## src/rtl/seg_xlat_pkg.sv

```systemverilog
package seg_xlat_pkg;
  localparam int SEG_W  = 16;
  localparam int OFF_W  = 16;
  localparam int LIN_W  = 24;
  localparam int REAL_W = 20;
  localparam int SHIFT  = 4;
  localparam int TBL_N  = 16;
  localparam int IDX_W  = $clog2(TBL_N);

  typedef enum logic {
    MODE_REAL = 1'b0,
    MODE_PROT = 1'b1
  } xlat_mode_e;
endpackage

```

## src/rtl/seg_base_table.sv

```systemverilog
module seg_base_table
  import seg_xlat_pkg::*;
#(
  parameter int DEPTH  = TBL_N,
  parameter int DATA_W = LIN_W,
  localparam int AW    = $clog2(DEPTH)
) (
  input  logic              clk,
  input  logic              rst_n,
  input  logic              wr_en,
  input  logic [AW-1:0]     wr_idx,
  input  logic [DATA_W-1:0] wr_data,
  input  logic [AW-1:0]     rd_idx,
  output logic [DATA_W-1:0] rd_data
);
  logic [DATA_W-1:0] entry_q [DEPTH];

  for (genvar g = 0; g < DEPTH; g++) begin : g_entry
    logic              hit;
    logic [DATA_W-1:0] entry_d;

    always_comb begin
      hit     = wr_en && (wr_idx == AW'(g));
      entry_d = hit ? wr_data : entry_q[g];
    end

    always_ff @(posedge clk or negedge rst_n) begin
      if (!rst_n) entry_q[g] <= '0;
      else        entry_q[g] <= entry_d;
    end
  end

  // Read from the stored state: a write in this cycle is not yet visible
  assign rd_data = entry_q[rd_idx];

  AST_TBL_WRITE: assert property (@(posedge clk) disable iff (!rst_n)
    wr_en |=> (entry_q[$past(wr_idx)] == $past(wr_data)));
endmodule

```

## src/rtl/seg_addr_gen.sv

```systemverilog
module seg_addr_gen
  import seg_xlat_pkg::*;
#(
  parameter int SW = SEG_W,
  parameter int OW = OFF_W,
  parameter int LW = LIN_W,
  parameter int RW = REAL_W,
  parameter int SH = SHIFT
) (
  input  xlat_mode_e    mode,
  input  logic [SW-1:0] seg,
  input  logic [OW-1:0] off,
  input  logic [LW-1:0] base,
  output logic [LW-1:0] lin
);
  logic [RW-1:0] real_base;
  logic [RW-1:0] real_sum;
  logic [LW-1:0] prot_sum;

  always_comb begin
    real_base = RW'({seg, {SH{1'b0}}});
    real_sum  = real_base + RW'(off);   // carry past bit RW-1 dropped
    prot_sum  = base + LW'(off);        // wraps at 2^LW
    lin       = (mode == MODE_PROT) ? prot_sum : LW'(real_sum);
  end
endmodule

```

## src/rtl/seg_xlat_unit.sv

```systemverilog
module seg_xlat_unit
  import seg_xlat_pkg::*;
#(
  parameter int SW = SEG_W,
  parameter int OW = OFF_W,
  parameter int LW = LIN_W,
  parameter int RW = REAL_W,
  parameter int NE = TBL_N,
  localparam int AW = $clog2(NE)
) (
  input  logic          clk,
  input  logic          rst_n,
  input  logic          mode_we,
  input  logic          mode_prot,
  input  logic          req_valid,
  input  logic [SW-1:0] seg_in,
  input  logic [OW-1:0] off_in,
  input  logic          tbl_we,
  input  logic [AW-1:0] tbl_idx,
  input  logic [LW-1:0] tbl_data,
  output logic [LW-1:0] lin_addr,
  output logic          lin_valid
);
  xlat_mode_e    mode_q, mode_d;
  logic [LW-1:0] tbl_base;
  logic [LW-1:0] gen_lin;
  logic [LW-1:0] addr_q, addr_d;
  logic          vld_q, vld_d;

  // Mode register
  always_comb begin
    mode_d = mode_q;
    if (mode_we) mode_d = mode_prot ? MODE_PROT : MODE_REAL;
  end

  always_ff @(posedge clk or negedge rst_n) begin
    if (!rst_n) mode_q <= MODE_REAL;
    else        mode_q <= mode_d;
  end

  seg_base_table #(.DEPTH(NE), .DATA_W(LW)) u_table (
    .clk     (clk),
    .rst_n   (rst_n),
    .wr_en   (tbl_we),
    .wr_idx  (tbl_idx),
    .wr_data (tbl_data),
    .rd_idx  (seg_in[AW-1:0]),
    .rd_data (tbl_base)
  );

  seg_addr_gen #(.SW(SW), .OW(OW), .LW(LW), .RW(RW), .SH(SHIFT)) u_gen (
    .mode (mode_q),
    .seg  (seg_in),
    .off  (off_in),
    .base (tbl_base),
    .lin  (gen_lin)
  );

  // Output register with request as clock enable
  always_comb begin
    vld_d  = req_valid;
    addr_d = req_valid ? gen_lin : addr_q;
  end

  always_ff @(posedge clk or negedge rst_n) begin
    if (!rst_n) begin
      addr_q <= '0;
      vld_q  <= 1'b0;
    end else begin
      addr_q <= addr_d;
      vld_q  <= vld_d;
    end
  end

  assign lin_addr  = addr_q;
  assign lin_valid = vld_q;

  AST_VALID_FOLLOWS: assert property (@(posedge clk) disable iff (!rst_n)
    req_valid |=> lin_valid);
  AST_VALID_DROPS: assert property (@(posedge clk) disable iff (!rst_n)
    !req_valid |=> !lin_valid);
  AST_ADDR_HOLD: assert property (@(posedge clk) disable iff (!rst_n)
    !req_valid |=> $stable(lin_addr));
  AST_REAL_IN_1MB: assert property (@(posedge clk) disable iff (!rst_n)
    (req_valid && mode_q == MODE_REAL) |=> (lin_addr[LW-1:RW] == '0));
  AST_MODE_LOAD: assert property (@(posedge clk) disable iff (!rst_n)
    mode_we |=> (logic'(mode_q) == $past(mode_prot)));
endmodule

```

## config.mk

```make
export PLATFORM = sky130hd
export DESIGN_NAME = seg_xlat_unit
export DESIGN_NICKNAME = d
export VERILOG_FILES = /design/src/rtl/seg_xlat_pkg.sv /design/src/rtl/seg_base_table.sv /design/src/rtl/seg_addr_gen.sv /design/src/rtl/seg_xlat_unit.sv
export SDC_FILE = /design/constraint.sdc
export NUM_CORES = 1
export LEC_CHECK = 0
export ABC_AREA = 1
export BUFFER_PORTS_ARGS = -buffer_cell sky130_fd_sc_hd__buf_2
export CAP_MARGIN = 40
export CORE_ASPECT_RATIO = 1.25
export CORE_MARGIN = 4
export CORE_UTILIZATION = 55
export DETAILED_ROUTE_END_ITERATION = 8
export GPL_ROUTABILITY_DRIVEN = 0
export MAX_ROUTING_LAYER = met4
export PLACE_DENSITY = 0.8
export SLEW_MARGIN = 0
export SYNTH_ARGS = -nofsm -noshare
export SYNTH_HDL_FRONTEND = slang
export SYNTH_SLANG_ARGS = --single-unit
```

## constraint.sdc

```tcl
create_clock -name clk -period 3 [get_ports clk]
set_input_delay 0.45 -clock clk [delete_from_list [all_inputs] [get_ports clk]]
set_output_delay 0.45 -clock clk [all_outputs]
set_load 0.02 [all_outputs]
```

==> flow_metrics.tcl, run 1 <==
set metrics [dict create \
    post_cts_buffers 0 \
    synth_fp_nets 2596 \
    p_leak_nw 10.9 \
    synth_top_area_share_pct 51.2 \
    synth_area_per_cell_um2 8.01 \
    clkSinkCount 410 \
    grt_pass1_wl_um 95800 \
    worst_path_largest_cell_delay_ns 0.39 \
    fin_crit_ns 2.76 \
    num_rows 77 \
    multi_input_area_mm2 0.00829 \
    worstSetupPathType "reg2reg" \
    cts_made_buffers 42 \
    cts.path.max_buffers 3 \
    synth.yosys.warnings 0 \
    grt_pass1_vias 18376 \
    synth_cells 2500 \
    num_vias 18386 \
    numPortBuffers 90 \
    finalCritPeriodShare_pct 91.9 \
    cp-start-kind "flip-flop" \
    synthToLayoutAreaGrowth_pct 14.4 \
    finalInstanceArea_mm2 0.0229 \
    status "completed" \
    die-area_mm2 0.0396 \
    setup_viol 0 \
    fp.coreArea_mm2 0.0356 \
    drtIter0Drc 2131 \
    path_cells "o21ai_0 > o22ai_1 > o211ai_1 > nand2_1 > ha_1 > nand2_1 > inv_1 > nand4_1 > nand3_2 > inv_1 > nor2_1 > o21ai_0 > nand2_1 > a31oi_1 > o21ai_1" \
    io_pins 91 \
    nFillCells 2904 \
    die_x_um 179 \
    root_buffer "clkbuf_16" \
    firstDrtPassIters 7 \
    maxCapViolations 0 \
    synthesis.area_mm2 0.0200 \
    synth_area_leaders "dfrtp_1 (51%), o21ai_0 (14%), nand2_1 (10%), a21oi_1 (3.5%), inv_1 (3.5%)" \
    grt_setup_unrepaired "no" \
    cp_common_cell "nand2_1" \
    slew_headroom_pct 42.1 \
    route.detailed.drc 0 \
    report.final.slew_viol_count 0 \
    setup_tns_ns 0 \
    hp-class "in2reg" \
    die_y_um 221 \
    wirelength_um 59600 \
    ys_types 37 \
    p_per_area_mw_per_mm2 681 \
    hpwl_um 37000 \
    grt_max_degree 89 \
    grt_overflow 0 \
    crit_path_end_kind "flip-flop" \
    grt_usage_pct 31.0 \
    path_clk_slew_ns 0.06 \
    final_net_count 2673 \
    cts_tree "done" \
    fin_worst_skew_ns 0.0200 \
    hold_viol 0 \
    ant_nets 0 \
    seq_area_mm2 0.0103 \
    critPathSlowestCell "dfrtp_1" \
    crit_fanout 4 \
    synth_top_cell_by_area "dfrtp_1" \
    required_ns 3.44 \
    max_freq_mhz 363 \
    ys_seq_area_share_pct 51.2 \
    start_util_pct 56.2 \
    cp.arrival_ns 3.20 \
    vias_per_cell 5.97 \
    antenna_found_initial 5 \
    h-tree-depth 2 \
    wl_per_cell_um 19.4 \
    worst_pin_slew_ns 0.867 \
    drive_above_1_share_pct 12.1 \
    place_area_mm2 0.0215 \
    total_power_mw 15.6 \
    synth_seq_cells 410 \
    clock_latency_ns 0.56 \
    vdd_drop_max_v 0.000424 \
]
[metal layers]
layer	wire, um	vias to the layer above	global-route usage (%)
li1	-	8436	-
met1	22100	8786	37.4
met2	29400	924	49.5
met3	4490	240	4.63
met4	3620	0	17.6
met5	0	-	-
[where the power goes]
| part | leakage [nW] | total [mW] | internal, mW | switching (mW) |
|---|---|---|---|---|
| logic | 5.16 | 3.10 | 1.19 | 1.92 |
| registers | 5.11 | 7.27 | 6.69 | 0.578 |
| clock network | 0.655 | 5.23 | 3.04 | 2.18 |
| total | 10.9 | 15.6 | 10.9 | 4.68 |
[repair_timing]
action | CTS | global route
endpoints found under the hold margin | 44 | 0
gates resized for setup | 0 | 2
hold buffers | 1 | 0
endpoints found under the setup margin | 0 | 2
[path summary, 6_finish.rpt]
path | slack [ns] | start | endpoint | depth (start not counted)
max reg2reg | 0.24 | u_table.entry_q[125] | lin_addr[20] | 15
min reg2reg | 0.48 | lin_addr[1] | lin_addr[1] | 2
max | 0.24 | u_table.entry_q[125] | lin_addr[20] | 15
max in group asynchronous | 1.70 | rst_n | u_table.entry_q[24] | 3
min | 0.10 | mode_we | mode_q | 2
min in group asynchronous | 0.42 | rst_n | u_table.entry_q[71] | 2
[cell usage in the layout (no fill, tap or decap), types with 11 or more instances in the layout]
master / n
dfrtp_1: 410
o21ai_0: 569
buf_12: 17
ha_1: 26
nand4_1: 11
buf_4: 117
a21oi_1: 141
buf_2: 87
nor2_1: 153
o21ai_1: 14
o221ai_1: 30
inv_1: 185
nand3_1: 127
nand2_1: 553
clkbuf_16: 42
o211ai_1: 20
[synthesized netlist by cell type (all sizes together)]
cell	number
a31oi	8
fa	2
nand3b	3
ha	28
xnor2	5
nand4	11
nor3	4
xor2	6
clkbuf	142
o21a	1
o211ai	20
inv	188
o21ai	584
dfrtp	410
o31ai	1
o22ai	5
or2	5
buf	49
a21oi	143
o221ai	30
nor2	158
nand2	559
nand3	134
o21bai	3
a21o	1
[flip-flops by register name, indices dropped and copies added, names as in the netlist]
| name | flops |
|---|---|
| u_table.entry_q | 384 |
| lin_valid | 1 |
| mode_q | 1 |
| lin_addr | 24 |
[cells by family (layout without fill, tap and decap cells)]
| group | Yosys count | in the layout | share of synthesized area, % |
|---|---|---|---|
| AOI/OAI and AO/OA | 796 | 796 | 20.9 |
| xor gates and xnor gates | 11 | 11 | 0.481 |
| adders and majority gates | 30 | 30 | 1.95 |
| buffers and inverters | 379 | 482 | 7.81 |
| DFF | 410 | 410 | 51.2 |
| other | 0 | 5 | 0 |
| and+or+nand+nor | 874 | 874 | 17.7 |
[layout make-up]
cell class,count,share of cell area [%]
sequential,410,44.8
multi-input combinational,1711,36.2
timing repair buffer,224,7.38
clock buffer,55,5.02
inverter,188,3.11
tap,474,2.59
clock inverter,15,0.879
antenna,5,0.0546
[critical path: cells and delay by family (launching register included)]
family,cells,cell delay (ns)
compound gates,6,1.03
simple gates,6,0.69
flops,1,0.39
fa+ha+maj,1,0.38
buf+inv,2,0.14
[per-stage QoR]
| stage | worst slack [ns] | util (%) | cells | hold slack [ns] |
|---|---|---|---|---|
| 5_1_grt | 0.0360 | 64.3 | 3082 | 0.140 |
| 3_3_place_gp | -0.109 | 60.4 | 3006 | 0.392 |
| 6_report | 0.242 | 64.3 | 3082 | 0.101 |
| 3_5_place_dp | -0.201 | 60.4 | 3006 | 0.398 |
| 4_1_cts | 0.295 | 64.2 | 3077 | 0.0979 |
| 2_1_floorplan | -0.00543 | - | 2500 | 0.154 |
Note: power is estimated with default switching activity, not from simulation.
==> run 2: changes to the inputs <==
- SYNTH_HIERARCHICAL: unset -> 1
==> run 2 against run 1 <==
Setup slack gained 0.17 ns. Clock-buffer cell count grew 2. Synthesized cell count grew 23%. Register-to-register slack gained 0.17 ns. Largest cell class unchanged. Non-clock buffer count shrank 17. Combinational power grew 20%. Clock power grew 3%. Via count grew 13%.
==> flow_metrics.tcl, run 2 <==
set metrics [dict create \
    p_per_area_mw_per_mm2 659 \
    p_leak_nw 13.1 \
    numPortBuffers 90 \
    synth_top_area_share_pct 46.2 \
    required_ns 3.44 \
    die-area_mm2 0.0436 \
    fin_worst_skew_ns 0.00920 \
    worst_pin_slew_ns 0.777 \
    fp.coreArea_mm2 0.0400 \
    p_comb_share_pct 22.8 \
    ys_types 38 \
    vias_per_cell 5.65 \
    firstDrtPassIters 8 \
    grt_setup_unrepaired "no" \
    die_y_um 233 \
    grt_overflow 0 \
    ff2ff_path_depth 19 \
    wl_per_cell_um 17.5 \
    max_freq_mhz 386 \
    ys_top_cells_by_count "nand2_1 (1115), inv_1 (428), dfrtp_1 (410)" \
    cp.arrival_ns 3.03 \
    final_net_count 3231 \
    switching_share_pct 30.9 \
    io_pins 91 \
    layout_commonest_cell "nand2_1" \
    grt_pass1_vias 20099 \
    clkSinkCount 410 \
    r2r_slack_ns 0.41 \
    setup_tns_ns 0 \
    largest_reg_flops 384 \
    maxCapViolations 0 \
    synth_edf_count 0 \
    synthToLayoutAreaGrowth_pct 11.8 \
    grt_max_degree 73 \
    synth_area_leaders "dfrtp_1 (46%), nand2_1 (19%), nand3_1 (7.8%), inv_1 (7.2%), o21ai_0 (6.4%)" \
    post_cts_buffers 0 \
    regMostFlops "u_table/entry_q" \
    crit_path_end_kind "flip-flop" \
    min_from "mode_prot" \
    num_rows 82 \
    synth_top_flop_cell "dfrtp_1" \
    rr_startpoint "u_table/entry_q[8]" \
    synth_cells 3077 \
    hold_end "mode_q" \
    finalCritPeriodShare_pct 86.3 \
    synth_top_cell_by_area "dfrtp_1" \
    vdd_drop_max_v 0.000359 \
    synth_fp_nets 3173 \
    cts.path.max_buffers 3 \
    cts_hold_buf 1 \
    report.final.slew_viol_count 0 \
    crit_fanout 5 \
    wirelength_um 64000 \
    clock_latency_ns 0.55 \
    grt_usage_pct 30.0 \
    synth_area_per_cell_um2 7.21 \
    internal_power_mw 11.3 \
    cp-start-kind "flip-flop" \
    grt_pass1_wl_um 104000 \
    setup_viol 0 \
    cts_made_buffers 40 \
    r2r-end "lin_addr[23]" \
    worstSetupPathType "reg2reg" \
    antenna_found_initial 0 \
    synth_seq_cells 410 \
    cts_resized 0 \
    synthesis.area_mm2 0.0222 \
    fin_crit_ns 2.59 \
    ant_nets 0 \
    ys_seq_area_share_pct 46.2 \
    final_cell_mix "nand2_1 (1110), inv_1 (426), dfrtp_1 (410)" \
    start_util_pct 55.5 \
    drtIter0Drc 2390 \
    drive_above_1_share_pct 10.6 \
    path_clk_slew_ns 0.06 \
    hp-class "in2reg" \
    total_power_mw 16.4 \
    route.detailed.drc 0 \
    cts_tree "done" \
    status "completed" \
    root_buffer "clkbuf_16" \
    slew_headroom_pct 48.1 \
    diodes 0 \
    seqPwrFrac_pct 44.3 \
    hpwl_um 42100 \
    async_reset_ff_share_pct 100 \
    synth.yosys.warnings 6 \
    num_vias 20722 \
    hold_depth 3 \
    p_switching_mw 5.04 \
    synthMostInstantiatedCell "nand2_1" \
    hold_viol 0 \
    p_clk_share_pct 32.9 \
    die_x_um 188 \
    h-tree-depth 2 \
]
-- run 2: cells by family (layout without fill, tap and decap cells) --
logic type               count (synthesis)  in the layout  share of synthesized area [%]
AND/OR/NAND/NOR                       1573           1573                           29.6
buffers and inverters                  625            709                           12.3
AO/OA/AOI/OAI                          432            432                           9.90
flip-flops                             410            410                           46.2
adder cells (fa/ha/maj)                 30             30                           1.76
XOR/XNOR                                 7              7                          0.276
-- run 2: metal layers --
metal	global-route usage [%]	routed length, um	share of wire (%)	vias up
met5	-	0	0	-
met4	14.5	3270	5.1	0
met3	4.32	6360	9.9	229
met2	48.0	29800	47	1134
met1	37.9	24500	38	9704
li1	-	-	-	9655
-- run 2: cell type report --
class / count / area [um^2]
Fill cell: 3320 / 15200
Tap cell: 504 / 631
Inverter: 434 / 1640
Clock inverter: 11 / 194
Timing Repair Buffer: 207 / 1600
Clock buffer: 57 / 1220
Multi-Input combinational cell: 2042 / 9260
Sequential cell: 410 / 10300
-- run 2: worst max-delay path, cell delays in order, from the launching register on --
cell and delay [ns]:
dfrtp_1 0.39, inv_1 0.06, nand2_1 0.04, nand3_1 0.11, nand3_1 0.11, nand3_1 0.10
nand2_1 0.09, buf_12 0.15, ha_1 0.41, nand2_2 0.12, buf_4 0.15, nor2_4 0.12
nand2_1 0.08, nand3b_4 0.17, nand3_2 0.09, nand2_1 0.05, nor2_1 0.10, nor2_1 0.05
nand2_1 0.05, nand2_1 0.05
-- run 2: worst max-delay path by stage --
| stage | start | end | slack [ns] | depth (start not counted) |
|---|---|---|---|---|
| floorplan | seg_in[1] | lin_addr[20] | 0.19 | 22 |
| global placement | seg_in[1] | lin_addr[20] | -0.04 | 20 |
| detailed placement | seg_in[1] | lin_addr[20] | -0.03 | 19 |
| CTS | u_table/entry_q[104] | lin_addr[9] | 0.44 | 16 |
| global route | seg_in[1] | lin_addr[20] | 0.22 | 20 |
| finish | u_table/entry_q[8] | lin_addr[23] | 0.41 | 19 |
-- run 2: power groups by stage --
| stage | logic [mW] | registers (mW) | clock network [mW] |
|---|---|---|---|
| detailed placement | 3.63 | 7.32 | 0 |
| CTS | 3.68 | 7.24 | 5.43 |
| global route | 4.24 | 7.37 | 5.64 |
| floorplan | 2.46 | 7.25 | 0 |
| global placement | 3.50 | 7.26 | 0 |
| finish | 3.72 | 7.25 | 5.38 |
-- run 2: metrics by stage --
step / util, % / worst slack (ns) / hold WS [ns] / std cells / instance area, um^2
final: 62.0 / 0.411 / 0.105 / 3665 / 24800
after global routing: 62.0 / 0.217 / 0.127 / 3665 / 24800
after CTS: 62.0 / 0.444 / 0.102 / 3665 / 24800
after detailed placement: 58.4 / -0.0342 / 0.459 / 3596 / 23400
after global placement: 58.4 / -0.0436 / 0.451 / 3596 / 23400
after floorplan: - / 0.188 / 0.154 / 3077 / 22200
